===== src/rtl/alu_pkg.sv =====
// Package: shared encodings for the ALU and its decoder.
// Assumes: control codes and class codes are fixed by the surrounding control.
package alu_pkg;

    // ALU control code driven by the decoder into the datapath
    typedef enum logic [2:0] {
        CTRL_AND = 3'b000,
        CTRL_OR  = 3'b001,
        CTRL_ADD = 3'b010,
        CTRL_SUB = 3'b110,
        CTRL_SLT = 3'b111
    } alu_ctrl_e;

    // Operation class from the main control
    typedef enum logic [1:0] {
        CLS_MEM    = 2'b00,
        CLS_BRANCH = 2'b01,
        CLS_REG    = 2'b10,
        CLS_JUMP   = 2'b11
    } op_class_e;

    localparam int FUNCT_W = 6;

    // Function-field codes recognised in the register class
    localparam logic [FUNCT_W-1:0] FN_ADD = 6'h20;
    localparam logic [FUNCT_W-1:0] FN_SUB = 6'h22;
    localparam logic [FUNCT_W-1:0] FN_AND = 6'h24;
    localparam logic [FUNCT_W-1:0] FN_OR  = 6'h25;
    localparam logic [FUNCT_W-1:0] FN_SLT = 6'h2A;

endpackage


===== src/rtl/alu_op_decoder.sv =====
// Module: alu_op_decoder
// Maps a 2-bit operation class plus the function field onto a 3-bit ALU
// control code. Assumes: purely combinational, unknown codes fall to add.
module alu_op_decoder
    import alu_pkg::*;
(
    input  logic [1:0]         op_class,
    input  logic [FUNCT_W-1:0] funct,
    output alu_ctrl_e          ctrl
);

    alu_ctrl_e reg_ctrl;

    // Decode the function field for register-class instructions
    always_comb begin
        unique case (funct)
            FN_ADD:  reg_ctrl = CTRL_ADD;
            FN_SUB:  reg_ctrl = CTRL_SUB;
            FN_AND:  reg_ctrl = CTRL_AND;
            FN_OR:   reg_ctrl = CTRL_OR;
            FN_SLT:  reg_ctrl = CTRL_SLT;
            default: reg_ctrl = CTRL_ADD;
        endcase
    end

    // Choose between forced class operations and the function decode
    always_comb begin
        unique case (op_class)
            CLS_MEM:    ctrl = CTRL_ADD;
            CLS_BRANCH: ctrl = CTRL_SUB;
            CLS_REG:    ctrl = reg_ctrl;
            default:    ctrl = CTRL_ADD;
        endcase
    end

endmodule


===== src/rtl/alu_addsub.sv =====
// Module: alu_addsub
// Ripple-carry adder/subtractor built from per-bit full-adder slices.
// In subtract mode the second operand is inverted and the hidden carry-in
// is 1. Assumes WIDTH >= 2. Provides sum, top carry and signed overflow.
module alu_addsub #(
    parameter int WIDTH = 32
) (
    input  logic [WIDTH-1:0] lhs,
    input  logic [WIDTH-1:0] rhs,
    input  logic             sub_mode,
    output logic [WIDTH-1:0] sum,
    output logic             carry_top,
    output logic             ovf
);

    logic [WIDTH:0]   carry;
    logic [WIDTH-1:0] rhs_eff;

    // Invert the second operand for subtraction
    assign rhs_eff  = rhs ^ {WIDTH{sub_mode}};
    // Hidden carry-in is the subtract select
    assign carry[0] = sub_mode;

    // One full-adder slice per bit
    for (genvar i = 0; i < WIDTH; i++) begin : g_slice
        assign sum[i]     = lhs[i] ^ rhs_eff[i] ^ carry[i];
        assign carry[i+1] = (lhs[i] & rhs_eff[i]) | (carry[i] & (lhs[i] ^ rhs_eff[i]));
    end

    assign carry_top = carry[WIDTH];
    // Signed overflow: carries into and out of the sign bit disagree
    assign ovf       = carry[WIDTH] ^ carry[WIDTH-1];

endmodule


===== src/rtl/alu_result_mux.sv =====
// Module: alu_result_mux
// Forms the logic results and set-on-less-than, then selects the final
// result and gates the overflow flag. Assumes the adder is already in
// subtract mode whenever the code is subtract or set-on-less-than.
module alu_result_mux
    import alu_pkg::*;
#(
    parameter int WIDTH = 32
) (
    input  alu_ctrl_e        ctrl,
    input  logic [WIDTH-1:0] lhs,
    input  logic [WIDTH-1:0] rhs,
    input  logic [WIDTH-1:0] sum,
    input  logic             sum_ovf,
    output logic [WIDTH-1:0] res,
    output logic             ovf_out
);

    logic less;

    // Signed less-than from difference sign corrected by overflow
    assign less = sum[WIDTH-1] ^ sum_ovf;

    // Select the result for the active operation
    always_comb begin
        unique case (ctrl)
            CTRL_AND: res = lhs & rhs;
            CTRL_OR:  res = lhs | rhs;
            CTRL_SLT: res = {{(WIDTH-1){1'b0}}, less};
            default:  res = sum;
        endcase
    end

    // Overflow is reported only by add and subtract
    always_comb begin
        ovf_out = 1'b0;
        if (ctrl == CTRL_ADD || ctrl == CTRL_SUB) ovf_out = sum_ovf;
    end

endmodule


===== src/rtl/alu_core.sv =====
// Module: alu_core (top)
// Combinational 32-bit ALU with its own operation decoder. Assumes no
// clock or reset is needed: outputs follow inputs within one evaluation.
module alu_core
    import alu_pkg::*;
#(
    parameter int WIDTH = 32
) (
    input  logic [1:0]         op_class,
    input  logic [FUNCT_W-1:0] funct,
    input  logic [WIDTH-1:0]   a,
    input  logic [WIDTH-1:0]   b,
    output logic [WIDTH-1:0]   result,
    output logic               zero,
    output logic               overflow,
    output logic               carry_out
);

    alu_ctrl_e        alu_ctrl;
    logic             sub_mode;
    logic [WIDTH-1:0] sum;
    logic             sum_ovf;

    alu_op_decoder u_dec (
        .op_class (op_class),
        .funct    (funct),
        .ctrl     (alu_ctrl)
    );

    // Subtract path serves both subtract and set-on-less-than
    assign sub_mode = (alu_ctrl == CTRL_SUB) || (alu_ctrl == CTRL_SLT);

    alu_addsub #(.WIDTH(WIDTH)) u_addsub (
        .lhs       (a),
        .rhs       (b),
        .sub_mode  (sub_mode),
        .sum       (sum),
        .carry_top (carry_out),
        .ovf       (sum_ovf)
    );

    alu_result_mux #(.WIDTH(WIDTH)) u_mux (
        .ctrl    (alu_ctrl),
        .lhs     (a),
        .rhs     (b),
        .sum     (sum),
        .sum_ovf (sum_ovf),
        .res     (result),
        .ovf_out (overflow)
    );

    // Zero flag over the full result
    assign zero = ~|result;

endmodule


===== config.mk =====
export PLATFORM = sky130hd
export DESIGN_NAME = alu_core
export DESIGN_NICKNAME = d
export VERILOG_FILES = /design/src/rtl/alu_pkg.sv /design/src/rtl/alu_op_decoder.sv /design/src/rtl/alu_addsub.sv /design/src/rtl/alu_result_mux.sv /design/src/rtl/alu_core.sv
export SDC_FILE = /design/constraint.sdc
export NUM_CORES = 1
export LEC_CHECK = 0
export BUFFER_PORTS_ARGS = -buffer_cell sky130_fd_sc_hd__buf_4
export CAP_MARGIN = 0
export CORE_MARGIN = 1.5
export CORE_UTILIZATION = 50
export DETAILED_ROUTE_END_ITERATION = 8
export GPL_ROUTABILITY_DRIVEN = 0
export PLACE_DENSITY_LB_ADDON = 0.05
export SLEW_MARGIN = 20
export SYNTH_ARGS = -nofsm -noshare
export SYNTH_HDL_FRONTEND = slang
export SYNTH_SLANG_ARGS = --single-unit

===== constraint.sdc =====
create_clock -name vclk -period 18.5
set_input_delay 0.925 -clock vclk [all_inputs]
set_output_delay 0.925 -clock vclk [all_outputs]
set_load 0.01 [all_outputs]

==> flow_summary.yaml, run 1 <==
synthesis:
  synth_compound_area_share_pct: 19.6
  syn_inst: 275
  synth_top_family_by_area: "adder cells"
  synth_mux_area_share_pct: 0.434
  ys_types: 47
  yosys.area_share.simple_pct: 12.0
  synthTopCellsByArea: "fa_1 28%, maj3_1 13%, xnor2_1 10%"
  ys_warn_count: 0
  syn_area_sq_um: 2310
  yosys.area_share.xor_xnor_pct: 12.2
  synth.net_count: 383
  yosysTopAreaCellShare_pct: 27.8
  syn_avg_cell_area_sq_um: 8.39
  seq_area_frac_synth_pct: 0
  synth_fa_ha_area_share_pct: 43.4
  synth_top_cell_by_area: "fa_1"
placement:
  placed_cell_area_sq_um: 3130
  port_buffers: 107
  hpwl_microns: 5570
cells_and_area:
  fillers: 388
  syn_to_final_growth_pct: 35.9
  layout-drive-gt1-share_pct: 32.2
  clkbuf_count: 0
  final_cell_area_sq_um: 3130
  seq_cells: 0
  multi_input_area_sq_um: 2050
  finalNetCount: 480
  diodes: 0
  regArea_sq_um: 0
floorplan:
  start_util_pct: 52.6
  io_pins: 107
  die_width_microns: 70.9
  core_area_sq_um: 4380
  die_area_sq_um: 5030
  core.rowCount: 24
  die_h_microns: 70.9
critical_path:
  critPathCaptureType: "output pin"
  startpoint: "op_class[0]"
  crit_path_top_delay_cell: "or4b_1"
  critical_path_class: "input pin to output pin"
  cpPeakStageDelay_ns: 0.57
  cp.required_ns: 17.57
  cp_data_arrival_time_ns: 16.44
  critPathMaxFanout: 11
  start_kind: "input pin"
  crit_path_frequent_cell: "fa_1"
global_route:
  grt_max_degree: 50
  grt.overflow.total: 0
  grt_antenna_before_repair: 0
  grt_pass1_vias: 2329
  grt_pass1_wl_microns: 11000
  grt_usage_pct: 26.6
worst_hold_path:
  hold-path-cell-count: 5
  whs_endpoint: "result[17]"
  worstHoldPathType: "input pin to output pin"
  min_from: "a[17]"
detailed_routing:
  drt-wirelength-per-cell_microns: 15.8
  wl_met3_microns: 513
  top_layer_used: "met4"
  drt_wl_total_microns: 6670
  ant_nets: 0
  drc: 0
  drtIter0Drc: 142
  wl_met1_microns: 2730
  viasPerCell: 5.60
  vias: 2365
  firstDrtPassIters: 4
  dr_wl_met2_microns: 3380
sta:
  report.final.hold_viol_count: 0
  grt_setup_unrepaired: "no"
  slew_violations: 0
  tightest_slew_ns: 1.08
  setup-tns-final_ns: 0
  min_period_ns: 17.37
  max_slew_margin_pct: 27.9
  final-setup-viol-count: 0
  max_freq_mhz: 57.6
  finalCritPeriodShare_pct: 93.9
clock_network:
  postCtsSetupBuffers: 0
  cts_resized: 0
  hold_buffers: 0
power_and_ir_drop:
  p_leak_nw: 1.45
  power_per_cell_area_nw_per_um2: 47.9
  ir_drop_mv: 0.0282
run_status:
  status: "completed"
run:
  maxCapViolCount: 0
## cell usage after synthesis (2+ instances only)
master,number
a22o_1,3
nor2_1,5
nor3_1,4
buf_4,2
a21oi_1,3
buf_2,9
o21ai_1,14
maj3_1,31
xor2_1,5
o21ai_0,7
a211o_1,3
a211oi_1,4
clkbuf_1,2
and4b_1,2
ha_1,4
fa_1,32
nand4_1,4
a2bb2oi_2,4
nor4_1,3
xnor2_1,27
nand2_1,17
a2bb2oi_1,6
inv_1,52
a22oi_1,3
nand3_1,3
buf_6,2
nand4bb_1,3
o211ai_1,2
## cells in the final DEF (no fill, tap or decap), types with 2 or more instances in the layout
cell / instances
buf_4: 110
inv_1: 52
fa_1: 32
maj3_1: 31
xnor2_1: 27
nand2_1: 17
o21ai_1: 14
o21ai_0: 7
a2bb2oi_1: 6
nor2_1: 5
xor2_1: 5
a2bb2oi_2: 4
nor3_1: 4
a211oi_1: 4
nand4_1: 4
ha_1: 4
nand4bb_1: 3
a22o_1: 3
a22oi_1: 3
a211o_1: 3
nand3_1: 3
nor4_1: 3
a21oi_4: 2
o211ai_1: 2
and4b_1: 2
## per-stage QoR
| step | std cells | util (%) | power, mW | worst slack (ns) | hold WS (ns) |
|---|---|---|---|---|---|
| floorplan | 275 | - | 0.0842 | 1.99 | 2.12 |
| global placement | 422 | 71.5 | 0.148 | 1.39 | 2.30 |
| detailed placement | 422 | 71.5 | 0.150 | 1.04 | 2.31 |
| CTS | 422 | 71.5 | 0.150 | 1.01 | 2.31 |
| global route | 422 | 71.5 | 0.164 | 0.365 | 2.34 |
| finish | 422 | 71.5 | 0.150 | 1.13 | 2.30 |
## worst max path at each step
stage | to | slack [ns] | cells past startpoint
4_1_cts | zero | 1.01 | 52
2_1_floorplan | zero | 1.99 | 51
3_3_place_gp | zero | 1.39 | 52
5_1_grt | zero | 0.36 | 52
3_5_place_dp | zero | 1.04 | 52
6_report | zero | 1.13 | 52
## critical path, delay by kind of cell
kind	cells	cell delay, ns
multiplexers	1	0.19
AO/OA/AOI/OAI	3	0.71
adder cells (fa/ha/maj)	32	12.26
buffers and inverters	10	0.80
AND/OR/NAND/NOR	6	1.54
## power by group
group          switching (mW)  leakage, nW  internal [mW]
Combinational          0.0748         1.45         0.0753
Clock                       0            0              0
Sequential                  0            0              0
## layout make-up
type               count  area share (%)
inverters             52            6.23
multi-input cells    208            65.3
repair buffers       110            26.3
well taps             52            2.08
## routing by layer
metal  up-vias  global-route usage (%)
met2       105                    49.0
li1       1128                       -
met5         -                       0
met1      1126                    34.5
met3         6                    3.85
met4         0                    2.10
## kinds of logic after synthesis
| kind of cell | after synthesis |
|---|---|
| AO/OA/AOI/OAI | 59 |
| XOR/XNOR | 32 |
| adder cells (fa/ha/maj) | 67 |
| buffers and inverters | 67 |
| multiplexers | 1 |
| AND/OR/NAND/NOR | 49 |
No activity file was read; power rests on OpenSTA's default activity.
==> run 2, diff against run 1 <==
Settings changed: CELL_PAD_IN_SITES_DETAIL_PLACEMENT from default to 1, CELL_PAD_IN_SITES_GLOBAL_PLACEMENT from default to 1, CORE_UTILIZATION 50 to 35.
==> run 2 against run 1 <==
Wire length grew 10%. Flip-flop and latch count unchanged. Via count decreased by 1.6%. Global-route usage is 5.6 points lower. Combinational power hardly changed. Final area grew 2.0%.
==> flow_summary.yaml, run 2 (same netlist as run 1, synthesis figures left out) <==
critical_path:
  cp_data_arrival_time_ns: 16.67
  critPathCaptureType: "output pin"
  critPathMaxFanout: 6
  crit_path_top_delay_cell: "or4b_1"
  crit_family: "adder cells"
  cp.depth: 52
  critPathBufInv: 10
  cpPeakStageDelay_ns: 0.56
  crit_path_frequent_cell: "fa_1"
  start_kind: "input pin"
  critical_path_class: "input pin to output pin"
  cp.required_ns: 17.57
global_route:
  grt_pass1_vias: 2477
  groute.layer.met1.usage_pct: 28.1
  met2_usage_pct: 38.9
  grt_usage_pct: 21.0
  use_met3_pct: 1.18
  grt.overflow.total: 0
  grt_antenna_before_repair: 0
  top_usage_layer: "met2"
  grt_max_degree: 50
  grt_pass1_wl_microns: 12200
cells_and_area:
  seq_cells: 0
  layout-drive-gt1-share_pct: 33.2
  regArea_sq_um: 0
  syn_to_final_growth_pct: 38.6
  final_cells: 451
  mostFrequentLayoutCells: "114 x buf_4, 52 x inv_1, 32 x fa_1"
  finalNetCount: 484
  clkbuf_count: 0
  mostFrequentLayoutCell: "buf_4"
  fillers: 797
  postLayoutCoreUtil_pct: 50.3
  diodes: 0
sta:
  slew_violations: 0
  hold-worst-slack_ns: 2.31
  max_freq_mhz: 56.8
  setup-tns-final_ns: 0
  report.final.hold_viol_count: 0
  tightest_slew_ns: 0.615
  finalCritPeriodShare_pct: 95.1
  final-setup-viol-count: 0
  grt_setup_unrepaired: "no"
  max_slew_margin_pct: 59.0
  min_period_ns: 17.59
placement:
  hpwl_microns: 6060
  port_buffers: 107
  placed_cells: 447
floorplan:
  core.rowCount: 29
  io_pins: 107
  die_area_sq_um: 7080
  die_width_microns: 84.2
  start_util_pct: 36.3
  core_area_sq_um: 6350
  die_h_microns: 84.2
detailed_routing:
  drtIter0Drc: 52
  drt-wirelength-per-cell_microns: 16.3
  vias: 2328
  firstDrtPassIters: 4
  drt_wl_total_microns: 7360
  viasPerCell: 5.16
  drc: 0
  ant_nets: 0
worst_hold_path:
  worstHoldPathType: "input pin to output pin"
  hold-path-cell-count: 5
clock_network:
  postCtsSetupBuffers: 0
  hold_buffers: 0
  cts_resized: 0
power_and_ir_drop:
  p_leak_nw: 1.47
  power.total_uw: 150
  power_per_cell_area_nw_per_um2: 46.9
  ir_drop_mv: 0.0239
run_status:
  status: "completed"
run:
  maxCapViolCount: 0
==> run 2: changes by cell type in the layout (fill, tap and decap cells not counted) <==
cell | before | now
buf_4 | 110 | 114
or2_1 | 1 | 0
or2_2 | 0 | 1
==> run 2: worst min-delay path, stage by stage <==
cell     delay, ns
buf_4         0.09
maj3_1        0.14
nand2_1       0.05
o21ai_1       0.06
buf_4         0.12
==> run 2: path summary, 6_finish.rpt <==
check                        from    endpoint  slack, ns
worst max-delay path  op_class[0]        zero       0.91
worst min-delay path        a[12]  result[12]       2.31
==> run 2: area by class of cell <==
cell class | count | area (sq um) | share of cell area, %
inverters | 52 | 195 | 6.11
multi-input cells | 208 | 2050 | 64.1
well taps | 77 | 96.3 | 3.01
repair buffers | 114 | 856 | 26.8
==> run 2: metal layers <==
metal / vias up / wire [microns]
met5: - / 0
met2: 66 / 3710
met4: 0 / 50
li1: 1129 / -
met3: 4 / 362
met1: 1129 / 3240
==> run 2: per-stage QoR <==
step                area [sq um]  worst slack [ns]
global placement            3170             0.738
global route                3200            0.0713
floorplan                   2310              1.99
finish                      3200             0.908
CTS                         3170             0.591
detailed placement          3170             0.648
==> run 2: power breakdown <==
part | leakage [nW] | internal (mW) | switching [mW]
Sequential | 0 | 0 | 0
Clock | 0 | 0 | 0
Combinational | 1.47 | 0.0756 | 0.0744
==> run 3, diff against run 2 <==
Settings changed: CORE_MARGIN 1.5 to 8, RECOVER_POWER from default to 100.
==> run 3 against run 2 <==
Setup slack better by 0.13 ns. Combinational power decreased by 6%. Hold slack better by 0.0018 ns. Die area up 33%. Critical path type unchanged.
==> flow_summary.yaml, run 3 (same netlist as run 1, synthesis figures left out) <==
detailed_routing:
  ant_nets: 0
  drt-wirelength-per-cell_microns: 18.8
  viasPerCell: 5.21
  drt_wl_total_microns: 8410
  vias: 2336
  firstDrtPassIters: 4
  drc: 0
  drtIter0Drc: 54
clock_network:
  postCtsSetupBuffers: 0
  hold_buffers: 0
  cts_resized: 0
global_route:
  grt_max_degree: 50
  grt.overflow.total: 0
  grt_antenna_before_repair: 0
  grt_pass1_wl_microns: 13800
  grt_usage_pct: 17.1
  grt_pass1_vias: 2670
sta:
  report.final.hold_viol_count: 0
  slew_violations: 0
  setup-tns-final_ns: 0
  max_slew_margin_pct: 59.3
  max_freq_mhz: 57.3
  min_period_ns: 17.46
  finalCritPeriodShare_pct: 94.4
  hold-worst-slack_ns: 2.31
  grt_setup_unrepaired: "no"
  final-setup-viol-count: 0
  setup_slack_ns: 1.04
  tightest_slew_ns: 0.609
worst_hold_path:
  whs_endpoint: "result[12]"
  worstHoldPathType: "input pin to output pin"
  min_from: "a[12]"
  hold-path-cell-count: 5
floorplan:
  start_util_pct: 36.3
  die_area_sq_um: 9440
  io_pins: 107
  core.rowCount: 29
  die_h_microns: 97.2
  core_area_sq_um: 6350
  die_width_microns: 97.2
placement:
  port_buffers: 107
  hpwl_microns: 7210
  post-place-ws_ns: 0.977
power_and_ir_drop:
  power_per_cell_area_nw_per_um2: 45.7
  p_leak_nw: 1.38
  ir_drop_mv: 0.0267
critical_path:
  crit_path_frequent_cell: "fa_1"
  cpPeakStageDelay_ns: 0.56
  start_kind: "input pin"
  critPathCaptureType: "output pin"
  startpoint: "op_class[0]"
  critPathMaxFanout: 5
  cp.required_ns: 17.57
  cp_data_arrival_time_ns: 16.54
  critical_path_class: "input pin to output pin"
  crit_path_top_delay_cell: "or4b_1"
cells_and_area:
  layout-drive-gt1-share_pct: 26.4
  mostFrequentLayoutCell: "buf_4"
  seq_cells: 0
  clkbuf_count: 0
  syn_to_final_growth_pct: 33.6
  finalNetCount: 481
  diodes: 0
  regArea_sq_um: 0
  mostFrequentLayoutCells: "93 x buf_4, 52 x inv_1, 32 x fa_1"
run:
  maxCapViolCount: 0
run_status:
  status: "completed"
## run 3: changes by cell type in the layout (fill, tap and decap cells not counted), moves of 4 or more
| cell | previous run | this run |
|---|---|---|
| buf_4 | 114 | 93 |
| clkbuf_1 | 0 | 18 |
| o21ai_0 | 7 | 19 |
| o21ai_1 | 14 | 2 |
| a2bb2oi_1 | 6 | 10 |
| a2bb2oi_2 | 4 | 0 |
## run 3: stage by stage
| stage | cell area, sq um | total power, mW | cells | util, % |
|---|---|---|---|---|
| 2_1_floorplan | 2310 | 0.0842 | 275 | - |
| 5_1_grt | 3080 | 0.157 | 448 | 48.5 |
| 3_5_place_dp | 3170 | 0.156 | 448 | 50.0 |
| 6_report | 3080 | 0.141 | 448 | 48.5 |
| 4_1_cts | 3170 | 0.157 | 448 | 50.0 |
| 3_3_place_gp | 3170 | 0.154 | 448 | 50.0 |
## run 3: worst max-delay path: cells and delay by family
kind                     cells  cell delay [ns]
AO/OA/AOI/OAI                3             0.59
buffers and inverters       10             0.87
AND/OR/NAND/NOR              6             1.60
adder cells (fa/ha/maj)     32            12.41
multiplexers                 1             0.13
## run 3: worst max-delay path by stage
stage	end	slack, ns	depth (start not counted)
6_report	zero	1.04	52
5_1_grt	zero	0.23	52
4_1_cts	zero	0.94	52
3_5_place_dp	zero	0.98	52
3_3_place_gp	zero	1.34	52
2_1_floorplan	zero	1.99	51
## run 3: report_power, final
| group | switching (mW) | total (mW) | internal (mW) |
|---|---|---|---|
| clock | 0 | 0 | 0 |
| combinational | 0.0756 | 0.141 | 0.0653 |
| sequential | 0 | 0 | 0 |
## run 3: area by class of cell
type | instances | area, sq um
Fill cell | 795 | 3270
Tap cell | 77 | 96.3
Inverter | 52 | 195
Timing Repair Buffer | 111 | 766
Multi-Input combinational cell | 208 | 2020
## run 3: routing by layer
metal  part of all wire [%]  GRT usage, %
met5                      0             0
met2                     50          29.7
met3                    4.6          2.42
met4                   0.45         0.710
met1                     45          22.8
